$ cat config.mk
export PLATFORM = sky130hd
export DESIGN_NAME = frc_timer
export DESIGN_NICKNAME = d
export VERILOG_FILES = /design/src/rtl/frc_pkg.sv /design/src/rtl/frc_prescale.sv /design/src/rtl/frc_count.sv /design/src/rtl/frc_rdlatch.sv /design/src/rtl/frc_ovf.sv /design/src/rtl/frc_timer.sv
export SDC_FILE = /design/constraint.sdc
export NUM_CORES = 1
export LEC_CHECK = 0
export BUFFER_PORTS_ARGS = -buffer_cell sky130_fd_sc_hd__buf_2
export CORE_MARGIN = 3
export CORE_UTILIZATION = 52
export CTS_BUF_LIST = sky130_fd_sc_hd__clkbuf_8
export CTS_CLUSTER_SIZE = 16
export DETAILED_ROUTE_END_ITERATION = 16
export PLACE_DENSITY = 0.86
export SLEW_MARGIN = 0
export SYNTH_ARGS = -nofsm -noshare
export SYNTH_HDL_FRONTEND = slang
export SYNTH_SLANG_ARGS = --single-unit
export TNS_END_PERCENT = 20
$ cat constraint.sdc
create_clock -name clk -period 2.2 [get_ports clk]
set_clock_uncertainty 0.1 [all_clocks]
set_input_delay 0.22 -clock clk [delete_from_list [all_inputs] [get_ports clk]]
set_output_delay 0.22 -clock clk [all_outputs]
set_load 0.1 [all_outputs]
$ cat src/rtl/frc_pkg.sv
package frc_pkg;
  localparam int DATA_W = 8;
  localparam int CNT_W  = 2 * DATA_W;
  localparam int ADDR_W = 8;

  localparam logic [ADDR_W-1:0] A_PRI_HI = 8'h18;
  localparam logic [ADDR_W-1:0] A_PRI_LO = 8'h19;
  localparam logic [ADDR_W-1:0] A_ALT_HI = 8'h1A;
  localparam logic [ADDR_W-1:0] A_ALT_LO = 8'h1B;

  function automatic logic [CNT_W-1:0] cnt_next(input logic [CNT_W-1:0] v);
    return v + 1'b1;
  endfunction

  function automatic logic [DATA_W-1:0] upper_of(input logic [CNT_W-1:0] v);
    return v[CNT_W-1:DATA_W];
  endfunction

  function automatic logic [DATA_W-1:0] lower_of(input logic [CNT_W-1:0] v);
    return v[DATA_W-1:0];
  endfunction

  function automatic logic is_high(input logic [ADDR_W-1:0] a);
    return (a == A_PRI_HI) || (a == A_ALT_HI);
  endfunction

  function automatic logic is_low(input logic [ADDR_W-1:0] a);
    return (a == A_PRI_LO) || (a == A_ALT_LO);
  endfunction
endpackage

$ cat src/rtl/frc_prescale.sv
module frc_prescale #(
  parameter int DIV = 4
) (
  input  logic clk,
  input  logic rst_n,
  output logic tick
);
  localparam int PW = (DIV > 1) ? $clog2(DIV) : 1;

  logic [PW-1:0] phase_q;

  assign tick = (phase_q == PW'(DIV - 1));

  always_ff @(posedge clk or negedge rst_n) begin
    if (!rst_n)    phase_q <= '0;
    else if (tick) phase_q <= '0;
    else           phase_q <= phase_q + 1'b1;
  end

  generate
    if (DIV > 1) begin : g_gap

      tick_gap_chk: assert property (@(posedge clk) disable iff (!rst_n)
        tick |=> !tick);
    end
  endgenerate
endmodule

$ cat src/rtl/frc_count.sv
module frc_count
  import frc_pkg::*;
#(
  parameter logic [CNT_W-1:0] RST_VAL = 16'hFFFC
) (
  input  logic             clk,
  input  logic             rst_n,
  input  logic             tick,
  output logic [CNT_W-1:0] cnt,
  output logic             wrap
);
  assign wrap = tick && (cnt == '1);

  always_ff @(posedge clk or negedge rst_n) begin
    if (!rst_n)    cnt <= RST_VAL;
    else if (tick) cnt <= cnt_next(cnt);
  end


  cnt_step_chk: assert property (@(posedge clk) disable iff (!rst_n)
    tick |=> (cnt == CNT_W'($past(cnt) + 1'b1)));

  cnt_hold_chk: assert property (@(posedge clk) disable iff (!rst_n)
    !tick |=> $stable(cnt));
endmodule

$ cat src/rtl/frc_rdlatch.sv
module frc_rdlatch
  import frc_pkg::*;
(
  input  logic              clk,
  input  logic              rst_n,
  input  logic              hi_rd,
  input  logic              lo_rd,
  input  logic [CNT_W-1:0]  cnt,
  output logic [DATA_W-1:0] rd_data
);
  logic [DATA_W-1:0] hold_q;
  logic              pend_q;

  always_ff @(posedge clk or negedge rst_n) begin
    if (!rst_n) begin
      hold_q <= '0;
      pend_q <= 1'b0;
    end else if (hi_rd && !pend_q) begin
      hold_q <= lower_of(cnt);
      pend_q <= 1'b1;
    end else if (lo_rd) begin
      pend_q <= 1'b0;
    end
  end

  always_comb begin
    rd_data = '0;
    if (hi_rd)      rd_data = upper_of(cnt);
    else if (lo_rd) rd_data = pend_q ? hold_q : lower_of(cnt);
  end


  hold_frozen_chk: assert property (@(posedge clk) disable iff (!rst_n)
    (pend_q && hi_rd) |=> ($stable(hold_q) && pend_q));

  lo_done_chk: assert property (@(posedge clk) disable iff (!rst_n)
    lo_rd |=> !pend_q);
endmodule

$ cat src/rtl/frc_ovf.sv
module frc_ovf (
  input  logic clk,
  input  logic rst_n,
  input  logic wrap,
  input  logic stat_rd,
  input  logic clr_rd,
  input  logic alt_rd,
  output logic flag
);
  logic armed_q;
  logic clr_hit;

  assign clr_hit = armed_q && clr_rd;

  always_ff @(posedge clk or negedge rst_n) begin
    if (!rst_n) begin
      flag    <= 1'b0;
      armed_q <= 1'b0;
    end else begin
      if (wrap)         flag <= 1'b1;
      else if (clr_hit) flag <= 1'b0;
      if (clr_hit)               armed_q <= 1'b0;
      else if (stat_rd && flag)  armed_q <= 1'b1;
    end
  end


  wrap_set_chk: assert property (@(posedge clk) disable iff (!rst_n)
    wrap |=> flag);

  clr_cause_chk: assert property (@(posedge clk) disable iff (!rst_n)
    $fell(flag) |-> $past(armed_q && clr_rd));

  alt_keep_chk: assert property (@(posedge clk) disable iff (!rst_n)
    (flag && alt_rd) |=> flag);
endmodule

$ cat src/rtl/frc_timer.sv
module frc_timer
  import frc_pkg::*;
#(
  parameter int               PRE_DIV = 4,
  parameter logic [CNT_W-1:0] RST_VAL = 16'hFFFC
) (
  input  logic              clk,
  input  logic              rst_n,
  input  logic              rd_en,
  input  logic [ADDR_W-1:0] rd_addr,
  input  logic              stat_rd,
  input  logic              ovf_ie,
  output logic [DATA_W-1:0] rd_data,
  output logic              ovf_flag,
  output logic              ovf_irq
);
  logic             tick;
  logic             wrap;
  logic [CNT_W-1:0] cnt;
  logic             hi_rd;
  logic             lo_rd;
  logic             pri_hi_rd;
  logic             alt_rd;

  assign hi_rd     = rd_en && is_high(rd_addr);
  assign lo_rd     = rd_en && is_low(rd_addr);
  assign pri_hi_rd = rd_en && (rd_addr == A_PRI_HI);
  assign alt_rd    = rd_en && ((rd_addr == A_ALT_HI) || (rd_addr == A_ALT_LO));

  frc_prescale #(.DIV(PRE_DIV)) u_pre (
    .clk(clk), .rst_n(rst_n), .tick(tick)
  );

  frc_count #(.RST_VAL(RST_VAL)) u_cnt (
    .clk(clk), .rst_n(rst_n), .tick(tick), .cnt(cnt), .wrap(wrap)
  );

  frc_rdlatch u_rdl (
    .clk(clk), .rst_n(rst_n), .hi_rd(hi_rd), .lo_rd(lo_rd),
    .cnt(cnt), .rd_data(rd_data)
  );

  frc_ovf u_ovf (
    .clk(clk), .rst_n(rst_n), .wrap(wrap), .stat_rd(stat_rd),
    .clr_rd(pri_hi_rd), .alt_rd(alt_rd), .flag(ovf_flag)
  );

  assign ovf_irq = ovf_flag && ovf_ie;


  irq_gate_chk: assert property (@(posedge clk) disable iff (!rst_n)
    !ovf_ie |-> !ovf_irq);

  read_free_chk: assert property (@(posedge clk) disable iff (!rst_n)
    (rd_en && !tick) |=> $stable(cnt));
endmodule

==> After elaboration in Yosys (flattened, before gate mapping) <==
Cells that the tools add are included.
{ "op_classes": {"muxes": 10, "n_eq_ne": 6, "addsub": 2, "reduce_logical": 14} }
{ "ops": {"columns": ["operator", "n"], "rows": [
  ["8-bit by 5-bit == test with 1-bit output, second input constant", 4],
  ["8-bit two-way mux", 3],
  ["16-bit by 1-bit adder with 16-bit output, second input constant", 1],
  ["16-bit == test, second input constant", 1],
  ["1-bit logical AND", 8],
  ["1-bit two-way mux", 6],
  ["2-bit nonzero test", 3],
  ["2-bit by 1-bit adder with 2-bit output, second input constant", 1],
  ["2-bit == test, second input constant", 1],
  ["1-bit logical OR", 2],
  ["2-bit two-way mux", 1],
  ["1-bit zero test", 1]
]} }
{ "totals": {"input_bits": 13, "output_inout_bits": 10, "elab_cells": 38, "reg_bits": 29} }

==> Depth between registers and ports, before layout <==
Gate-level depths: netlist of the first run.
{ "logic_depth": {"ltp_word": 5, "mapped_depth": 6, "ltp_nobuf": 5} }

==> Hierarchy <==
From an unflattened synthesis of the first run, not the netlist that was laid out.
{ "hier_totals": {"cells_unflattened": 131, "area_unflattened_um2": 1524.0} }
{ "modules_own_cells": {"columns": ["module", "n_inst", "area_each_um2", "seq_area_each_um2", "cells_per_inst"], "rows": [
  ["frc_count", 1, 769.5, 417.9, 64],
  ["frc_rdlatch", 1, 551.8, 225.2, 48],
  ["frc_ovf", 1, 75.1, 50.0, 6],
  ["frc_prescale", 1, 66.3, 50.0, 4],
  ["frc_timer", 1, 61.3, 0.0, 9]
]} }

==> Worst setup path before layout of the first run <==
Ideal clock, no wire load.
{ "synth_timing": {"path_kind": "input port to output port", "start": "input rd_addr[7]", "end": "output rd_data[0]", "cell_stages": 4, "path_slack_ns": -1.292, "path_buffers": 0, "arrival_time_ns": 3.172, "path_cell_list": "or4b_4 nor2_1 nand2_1 o21ai_0"} }
{ "synth_between": {"elab_chain_cells": 5, "word_cells_on_any_way": 10} }
{ "synth_rtl": {"columns": ["element", "line", "source"], "rows": [
  ["from (decl)", "frc_timer.sv:10", "input logic [ADDR_W-1:0] rd_addr,"],
  ["8-bit by 5-bit == test with 1-bit output, on equally long branches", null, null],
  ["1-bit logical OR", "frc_pkg.sv:28", "return (a == A_PRI_LO) || (a == A_ALT_LO);"],
  ["1-bit logical AND", "frc_timer.sv:26", "assign lo_rd = rd_en && is_low(rd_addr);"],
  ["8-bit two-way mux", "frc_rdlatch.sv:29", "else if (lo_rd) rd_data = pend_q ? hold_q : lower_of(cnt);"],
  ["8-bit two-way mux *", "frc_rdlatch.sv:28", "if (hi_rd) rd_data = upper_of(cnt);"],
  ["to (decl)", "frc_timer.sv:13", "output logic [DATA_W-1:0] rd_data,"]
]} }
Every way passes the cells marked *; elsewhere a longest branch is shown, timed or not.

==> Final worst setup path of the first run <==
{ "layout_timing": {"start": "input rd_addr[7]", "end": "output rd_data[5]"} }
Same word-level chain as after synthesis.

==> results of run 1 <==
==> critical path, cell delays in order <==
cell                      delay [ns]
sky130_fd_sc_hd__buf_2          0.10
sky130_fd_sc_hd__or4b_4         0.57
sky130_fd_sc_hd__nor2_1         0.16
sky130_fd_sc_hd__nand2_2        0.21
sky130_fd_sc_hd__o21ai_2        0.26
sky130_fd_sc_hd__buf_12         0.20
==> cell usage after synthesis (2+ instances only) <==
cell / count
sky130_fd_sc_hd__clkbuf_1: 2
sky130_fd_sc_hd__inv_1: 3
sky130_fd_sc_hd__mux2i_1: 8
sky130_fd_sc_hd__nand3_1: 3
sky130_fd_sc_hd__and2_1: 2
sky130_fd_sc_hd__nand2_1: 15
sky130_fd_sc_hd__nand3b_1: 2
sky130_fd_sc_hd__and3_1: 3
sky130_fd_sc_hd__dfstp_2: 14
sky130_fd_sc_hd__mux2_2: 9
sky130_fd_sc_hd__nor3_1: 2
sky130_fd_sc_hd__o21ai_0: 8
sky130_fd_sc_hd__nor2_1: 6
sky130_fd_sc_hd__xnor2_1: 7
sky130_fd_sc_hd__xor2_1: 8
sky130_fd_sc_hd__dfrtp_1: 15
sky130_fd_sc_hd__nand4_1: 2
sky130_fd_sc_hd__nor4_1: 2
sky130_fd_sc_hd__ha_1: 2
==> metrics by stage <==
step	hold slack [ns]	instances	util
final	0.1568	182	0.7168
after global routing	0.1650	182	0.7168
after CTS	0.1481	182	0.7158
after detailed placement	0.1740	173	0.6761
after global placement	0.1582	173	0.6761
after floorplan	-0.1756	120	-
==> cells in the final DEF (no fill, tap or decap), types with 3 or more instances in the layout <==
cell	n
sky130_fd_sc_hd__o21ai_2	8
sky130_fd_sc_hd__dfstp_2	14
sky130_fd_sc_hd__clkbuf_8	6
sky130_fd_sc_hd__buf_2	14
sky130_fd_sc_hd__buf_4	3
sky130_fd_sc_hd__xnor2_1	7
sky130_fd_sc_hd__mux2_2	9
sky130_fd_sc_hd__and3_1	3
sky130_fd_sc_hd__nand3_1	3
sky130_fd_sc_hd__mux2i_1	8
sky130_fd_sc_hd__buf_12	8
sky130_fd_sc_hd__inv_1	5
sky130_fd_sc_hd__dfrtp_1	15
sky130_fd_sc_hd__nand2_1	14
sky130_fd_sc_hd__xor2_1	8
sky130_fd_sc_hd__nor2_1	6
==> per-layer routing <==
layer  GRT usage  wire, um  vias up
li1            -         -      477
met1      0.2319      1173      470
met2      0.3210      1432       19
met3     0.04900       112        8
met4      0.1126        67        0
met5           0         0        -
==> path summary, 6_finish.rpt <==
kind                             startpoint          endpoint  slack (ns)  depth (start not counted)
max in group asynchronous             rst_n  u_pre.phase_q[0]        1.20                          2
hold reg to reg            u_pre.phase_q[0]  u_pre.phase_q[0]        0.33                          1
setup / recovery                 rd_addr[7]        rd_data[5]        0.18                          6
hold / removal                      stat_rd     u_ovf.armed_q        0.16                          3
min in group asynchronous             rst_n   u_rdl.hold_q[4]        0.39                          2
setup reg to reg           u_pre.phase_q[0]     u_cnt.cnt[14]        0.31                          5
==> logic make-up after synthesis <==
group           count (synthesis)  synth area share
simple gates                   41            0.1626
flops                          29            0.5337
mux                            17            0.1303
xor+xnor                       15           0.09434
compound gates                 11           0.04762
buf+inv                         5           0.01348
fa+ha+maj                       2           0.01797
==> sequential cells by signal (all words and copies together) (netlist names) <==
signal / count
u_cnt.cnt: 16
u_rdl.hold_q: 8
u_pre.phase_q: 2
u_ovf.armed_q: 1
u_ovf.flag: 1
u_rdl.pend_q: 1
==> what timing repair did <==
action | CTS | global route
resized for setup | 0 | 1
endpoints found under the setup margin | 0 | 8
endpoints found under the hold margin | 15 | 0
hold buffers | 1 | 0
==> report_power, final <==
group	switching, W	total (W)	internal, W
clock	0.000195	0.000440	0.000245
sequential	0.0000153	0.000557	0.000542
combinational	0.0000217	0.0000478	0.0000261
total	0.000232	0.00105	0.000813
==> area by class of cell <==
type,instances,area (sq um)
tap,30,37.54
timing repair buffer,26,262.8
clock buffer,6,82.58
sequential,29,743.2
inverter,3,11.26
clock inverter,2,7.507
multi-input combinational,86,663.1
fill,183,714.4
==> results.json, run 1 <==
{
  "run_status": "complete, no violations",
  "overflow": 0,
  "io_pins": 23,
  "yosys_warnings": 0,
  "timing.final.ws_setup_ns": 0.1766,
  "root_buffer": "sky130_fd_sc_hd__clkbuf_8",
  "grt_max_degree": 30,
  "clkTransAtPathRegs_ns": 0.06,
  "detailed_place_hpwl_um": 2052,
  "floorplan.core_area_sq_mm": 0.002522,
  "hp-class": "input port to flop",
  "finish.instance_area_sq_mm": 0.001808,
  "vias": 974,
  "static_leakage_nw": 0.8261,
  "cp_data_required_time_ns": 1.88,
  "io_buffer_count": 22,
  "vias_per_cell": 5.352,
  "drt-pass1-iter-count": 4,
  "first_global_vias": 1041,
  "worst_ep_arrival_time_ns": 1.70,
  "total_number_of_h_tree_levels": 2,
  "cts_inserted_buffers": 5,
  "fmax_mhz": 494.2,
  "grt_use_total": 0.1954,
  "synth_enable_flop_cells": 0,
  "drtIter0Drc": 25,
  "antenna_found_initial": 0,
  "post_synth.cell_area_avg_sq_um": 11.60,
  "max-vdd-ir-drop_mv": 0.4522,
  "die_area_sq_mm": 0.003335,
  "syn2layout_area_growth_pct": 29.83,
  "insertedDiodeCount": 0,
  "synthArstFlopShare": 1.000,
  "cts_tree": "done",
  "grt_first_pass_wirelength_um": 4795,
  "mean_routed_wirelength_per_cell_um": 15.30,
  "rows": 18,
  "place_congestion": 0.7636,
  "timing.max_cap.violations": 0,
  "synth.largest_area_cell": "sky130_fd_sc_hd__dfrtp_1",
  "cts.sinks": 29,
  "dpl-instance-area_sq_mm": 0.001705,
  "floorplan.initialDensity": 0.5521,
  "post_synth_main_area_contributors": "sky130_fd_sc_hd__dfrtp_1 (27%), sky130_fd_sc_hd__dfstp_2 (26%), sky130_fd_sc_hd__mux2_2 (7.3%)",
  "timing.final.hold_violations": 0,
  "syn-instance-count": 120,
  "drive_gt1_frac": 0.4474,
  "relSlewSlack": 0.5858,
  "design_power_total_w": 0.001045,
  "yosys.area.top_type_share": 0.2695,
  "max_buffers_root_to_sink": 2,
  "start_kind": "input port",
  "dominantRegCellSynth": "sky130_fd_sc_hd__dfrtp_1",
  "clock_latency_on_the_worst_skew_pair_ns": 0.28,
  "die_h_um": 57.75,
  "final.min_clock_period_ns": 2.023,
  "worst-slew-pin-transition_ns": 0.6213,
  "worstSetupPathType": "input port to output pin",
  "final-setup-viol-count": 0,
  "dp_worst_setup_slack_ns": 0.02568,
  "unrepaired_setup_endpoints_after_global_routing": "false",
  "num-nets-final": 166,
  "timing.critical_path.to_type": "output pin",
  "proportion_of_synthesized_chip_area_in_sequential_cells": 0.5337,
  "mappedNetlistArea_sq_mm": 0.001393,
  "min_period_over_period": 0.9197,
  "worst-path-max-fanout": 9,
  "synth_cell_types": 26,
  "report.final.slew_viol_count": 0,
  "fin_setup_tns_ns": 0,
  "number_of_flip_flops_and_latches_in_the_synthesized_netlist": 29,
  "fp.dieW_um": 57.75,
  "postSynthNetCount": 135,
  "power_per_cell_area_mw_per_mm2": 578.0,
  "detail_route.wirelength_um": 2785,
  "route.detailed.drc": 0,
  "cts_post_setup_buffers_inserted": 0,
  "drtAntennaViolNets": 0
}
No activity file was read; power rests on OpenSTA's default activity.
==> run 2: changes to the inputs <==
- PLACE_DENSITY: 0.86 -> 0.75
- TNS_END_PERCENT: 20 -> 100
==> results.json, run 2 (synthesis results as in run 1) <==
{
  "unrepaired_setup_endpoints_after_global_routing": "false",
  "finish.instance_area_sq_mm": 0.001805,
  "worst-path-max-fanout": 9,
  "crit_path_max_incr_delay_ns": 0.57,
  "registers_with_the_most_flip_flops": "u_cnt.cnt: 16 flops, u_rdl.hold_q: 8 flops, u_pre.phase_q: 2 flops",
  "worst-slew-pin-transition_ns": 0.6302,
  "rows": 18,
  "worstRegToRegCells": 5,
  "cp_data_required_time_ns": 1.88,
  "clkTransAtPathRegs_ns": 0.06,
  "top_usage_layer": "met2",
  "final.min_clock_period_ns": 1.984,
  "regToRegSetupSlack_ns": 0.28,
  "grt_first_pass_wirelength_um": 5078,
  "grt_max_degree": 30,
  "drtIter0Drc": 36,
  "start_kind": "input port",
  "total_number_of_h_tree_levels": 2,
  "place_congestion": 0.7495,
  "timing.critical_path.to_type": "output pin",
  "io_pins": 23,
  "cts.sinks": 29,
  "min_period_over_period": 0.9017,
  "hold_path_end": "u_ovf.armed_q",
  "insertedDiodeCount": 0,
  "floorplan.initialDensity": 0.5521,
  "ctsHoldBuffers": 1,
  "detailed_place_hpwl_um": 2066,
  "antenna_found_initial": 0,
  "dp_worst_setup_slack_ns": 0.2172,
  "hold_path_depth": 3,
  "mean_routed_wirelength_per_cell_um": 15.75,
  "route.detailed.drc": 0,
  "largest-register": "u_cnt.cnt",
  "vias_per_cell": 5.492,
  "static_leakage_nw": 0.8249,
  "layout.filler_cells": 189,
  "cts_post_setup_buffers_inserted": 0,
  "crit_chain": "buf_2 > or4b_4 > nor2_1 > nand2_1 > buf_4 > o21ai_2 > buf_12",
  "largest_register_ffs": 16,
  "die_h_um": 57.75,
  "cp_slowest_cell": "sky130_fd_sc_hd__or4b_4",
  "run_status": "complete, no violations",
  "critPathBufInv": 3,
  "detail_route.wirelength_um": 2883,
  "critical_path.reg2reg.startpoint": "u_pre.phase_q[0]",
  "cts_tree": "done",
  "max_buffers_root_to_sink": 2,
  "cts_inserted_buffers": 5,
  "io_buffer_count": 22,
  "drt-pass1-iter-count": 4,
  "root_buffer": "sky130_fd_sc_hd__clkbuf_8",
  "syn2layout_area_growth_pct": 29.65,
  "max-vdd-ir-drop_mv": 0.5948,
  "overflow": 0,
  "report.final.slew_viol_count": 0,
  "drtAntennaViolNets": 0,
  "hp-class": "input port to flop",
  "die_area_sq_mm": 0.003335,
  "floorplan.core_area_sq_mm": 0.002522,
  "hold-worst-slack_ns": 0.1565,
  "timing.final.hold_violations": 0,
  "dpl-instance-area_sq_mm": 0.001713,
  "worst_ep_arrival_time_ns": 1.66,
  "num-nets-final": 167,
  "cts_repair_resize_count": 0,
  "rr_endpoint": "u_cnt.cnt[14]",
  "most-common-layout-cells": "sky130_fd_sc_hd__nand2_1 (15), sky130_fd_sc_hd__dfrtp_1 (15), sky130_fd_sc_hd__buf_2 (14), sky130_fd_sc_hd__dfstp_2 (14), sky130_fd_sc_hd__mux2_2 (9)",
  "final-setup-viol-count": 0,
  "timing.max_cap.violations": 0,
  "relSlewSlack": 0.5799,
  "grt_use_total": 0.2097,
  "crit_family": "simple AND/OR/NAND/NOR gates",
  "gr-usage-met1": 0.2384,
  "first_global_vias": 1056,
  "vias": 1005,
  "global_route.usage.met3": 0.08018,
  "timing.final.ws_setup_ns": 0.2162,
  "power_per_cell_area_mw_per_mm2": 562.3,
  "drive_gt1_frac": 0.4510,
  "globalRouteMet2Util": 0.3516,
  "min_from": "stat_rd",
  "worstSetupPathType": "input port to output pin",
  "fmax_mhz": 504.1,
  "fp.dieW_um": 57.75,
  "number_of_cells_on_the_critical_path": 7,
  "clock_latency_on_the_worst_skew_pair_ns": 0.28
}
-- run 2: worst max path at each step --
stage | startpoint | slack (ns) | to
after global routing | u_pre.phase_q[0] | 0.13 | u_cnt.cnt[14]
after detailed placement | rd_addr[7] | 0.22 | rd_data[1]
final | rd_addr[7] | 0.22 | rd_data[1]
after floorplan | rd_addr[7] | -0.18 | rd_data[0]
after CTS | rd_addr[7] | 0.21 | rd_data[1]
after global placement | rd_addr[7] | 0.24 | rd_data[4]
-- run 2: area by class of cell --
cell class,instances,area [sq um],area share
Multi-Input combinational cell,86,660.6,0.3659
Tap cell,30,37.54,0.02079
Clock buffer,5,68.82,0.03812
Clock inverter,3,13.76,0.007623
Timing Repair Buffer,27,270.3,0.1497
Sequential cell,29,743.2,0.4116
Inverter,3,11.26,0.006237
-- run 2: routing by layer --
metal,part of all wire,wire length [um]
met5,0,0
met2,0.52,1512
met1,0.40,1155
met4,0.019,56
met3,0.055,158
-- run 2: power breakdown --
group | internal, W | total [W] | switching [W]
registers | 0.000542 | 0.000557 | 0.0000150
logic | 0.0000261 | 0.0000472 | 0.0000210
clock network | 0.000214 | 0.000412 | 0.000198
total | 0.000781 | 0.00102 | 0.000234
-- run 2: metrics by stage --
stage	total power, W	setup TNS, ns	util	instances
after floorplan	0.0005859	-1.408	-	120
after global placement	0.0006101	0	0.6791	174
after detailed placement	0.0006118	0	0.6791	174
after CTS	0.001034	0	0.7158	183
after global routing	0.001053	0	0.7158	183
final	0.001015	0	0.7158	183
-- run 2: worst min-delay path: stages --
cell	delay, ns
sky130_fd_sc_hd__buf_2	0.08
sky130_fd_sc_hd__a21o_1	0.10
sky130_fd_sc_hd__and2_1	0.11
==> run 3: changes to the inputs <==
- CORE_UTILIZATION: 52 -> 30
- PLACE_DENSITY: 0.75 -> 0.49
==> results.json, run 3 (synthesis results as in run 1) <==
{
  "critical_path.startpoint": "rd_addr[7]",
  "cp_slowest_cell": "sky130_fd_sc_hd__or4b_4",
  "registers_with_the_most_flip_flops": "u_cnt.cnt: 16 flops, u_rdl.hold_q: 8 flops, u_pre.phase_q: 2 flops",
  "timing.max_cap.violations": 0,
  "floorplan.core_area_sq_mm": 0.004414,
  "syn2layout_area_growth_pct": 32.17,
  "insertedDiodeCount": 0,
  "die_h_um": 74.13,
  "fmax_mhz": 503.6,
  "timing.critical_path.to_type": "output pin",
  "unrepaired_setup_endpoints_after_global_routing": "false",
  "worstRegToRegCells": 5,
  "crit_chain": "buf_2 > or4b_4 > nor2_1 > nand2_1 > buf_4 > o21ai_2 > buf_12",
  "cp_data_required_time_ns": 1.88,
  "rows": 24,
  "io_pins": 23,
  "grt_max_degree": 30,
  "start_kind": "input port",
  "cts_inserted_buffers": 5,
  "fp.dieW_um": 74.13,
  "drive_gt1_frac": 0.4444,
  "dp_worst_setup_slack_ns": 0.1935,
  "static_leakage_nw": 0.8296,
  "worst_setup_path_endpoint": "rd_data[3]",
  "worst-path-max-fanout": 9,
  "layout.filler_cells": 430,
  "final.min_clock_period_ns": 1.986,
  "clkTransAtPathRegs_ns": 0.06,
  "largest-register": "u_cnt.cnt",
  "worst-slew-pin-transition_ns": 0.6248,
  "max_buffers_root_to_sink": 2,
  "rr_endpoint": "u_cnt.cnt[14]",
  "detailed_place_hpwl_um": 2052,
  "overflow": 0,
  "cts_post_setup_buffers_inserted": 0,
  "vias": 987,
  "max-vdd-ir-drop_mv": 0.3936,
  "cts_repair_resize_count": 0,
  "hp-class": "input port to flop",
  "timing.final.ws_setup_ns": 0.2144,
  "critical_path.reg2reg.startpoint": "u_pre.phase_q[0]",
  "antenna_found_initial": 0,
  "worstSetupPathType": "input port to output pin",
  "largest_register_ffs": 16,
  "design_power_total_w": 0.001036,
  "grt_first_pass_wirelength_um": 4857,
  "report.final.slew_viol_count": 0,
  "cts.sinks": 29,
  "num-nets-final": 167,
  "clock_latency_on_the_worst_skew_pair_ns": 0.27,
  "final-setup-viol-count": 0,
  "timing.final.hold_violations": 0,
  "total_number_of_h_tree_levels": 2,
  "grt_use_total": 0.1203,
  "first_global_vias": 1017,
  "io_buffer_count": 22,
  "worst_ep_arrival_time_ns": 1.67,
  "drt-pass1-iter-count": 4,
  "die_area_sq_mm": 0.005495,
  "drtIter0Drc": 14,
  "detail_route.wirelength_um": 2841,
  "run_status": "complete, no violations",
  "vias_per_cell": 4.815,
  "root_buffer": "sky130_fd_sc_hd__clkbuf_8",
  "regToRegSetupSlack_ns": 0.25,
  "min_period_over_period": 0.9025,
  "drtAntennaViolNets": 0,
  "route.detailed.drc": 0,
  "power_per_cell_area_mw_per_mm2": 563.1,
  "floorplan.initialDensity": 0.3155,
  "crit_path_max_incr_delay_ns": 0.56,
  "place_congestion": 0.7237,
  "cts_tree": "done",
  "mean_routed_wirelength_per_cell_um": 13.86,
  "most-common-layout-cells": "sky130_fd_sc_hd__nand2_1 (15), sky130_fd_sc_hd__dfrtp_1 (15), sky130_fd_sc_hd__buf_2 (14), sky130_fd_sc_hd__dfstp_2 (14), sky130_fd_sc_hd__mux2_2 (9)",
  "relSlewSlack": 0.5835
}
## run 3: cell count changes in the layout (fill, tap and decap cells not counted), sizes merged
cell / before / now
clkinv: 2 / 0
clkbuf: 5 / 6
inv: 4 / 5
## run 3: worst min-delay path by stage
stage,to,depth (start not counted),from
finish,u_ovf.armed_q,3,stat_rd
global route,u_ovf.armed_q,3,stat_rd
CTS,u_ovf.armed_q,3,stat_rd
detailed placement,u_ovf.flag,1,rst_n
global placement,u_rdl.hold_q[4],1,rst_n
floorplan,u_cnt.cnt[0],0,rst_n
## run 3: metrics by stage
| stage | cell area [sq um] | hold WS [ns] | setup TNS (ns) | utilization | instances |
|---|---|---|---|---|---|
| after detailed placement | 1740 | 0.1796 | 0 | 0.3943 | 196 |
| after global placement | 1740 | 0.1755 | 0 | 0.3943 | 196 |
| after CTS | 1841 | 0.1520 | 0 | 0.4170 | 205 |
| after global routing | 1841 | 0.1875 | 0 | 0.4170 | 205 |
| final | 1841 | 0.1555 | 0 | 0.4170 | 205 |
| after floorplan | 1423 | -0.1756 | -1.408 | - | 120 |
## run 3: metal layers
layer / track usage / vias up / share of wire
li1: - / 481 / -
met5: 0 / - / 0
met1: 0.1533 / 488 / 0.47
met2: 0.1841 / 14 / 0.48
met4: 0.05030 / 0 / 0.015
met3: 0.04459 / 4 / 0.039
## run 3: layout make-up
cell class | count | area (sq um) | share of cell area
clock buffer | 6 | 82.58 | 0.04487
clock inverter | 2 | 7.507 | 0.004079
inverter | 3 | 11.26 | 0.006118
multi-input combinational | 86 | 660.6 | 0.3589
sequential | 29 | 743.2 | 0.4038
tap | 52 | 65.06 | 0.03535
timing repair buffer | 27 | 270.3 | 0.1468
## run 3: worst max-delay path, delay by kind of cell
family                 cells  cell delay [ns]
and+or+nand+nor            3             0.76
buffers and inverters      3             0.48
AOI/OAI and AO/OA          1             0.20
## run 3: power breakdown
group / leakage [nW] / internal (W) / switching (W) / total (W)
clock network: 0.0538 / 0.000245 / 0.000188 / 0.000433
registers: 0.348 / 0.000542 / 0.0000151 / 0.000557
logic: 0.427 / 0.0000261 / 0.0000208 / 0.0000469
## run 3: repair_timing
action | in CTS | in global routing
hold buffers | 1 | 0
hold endpoints to repair | 15 | 0
setup endpoints to repair | 0 | 0
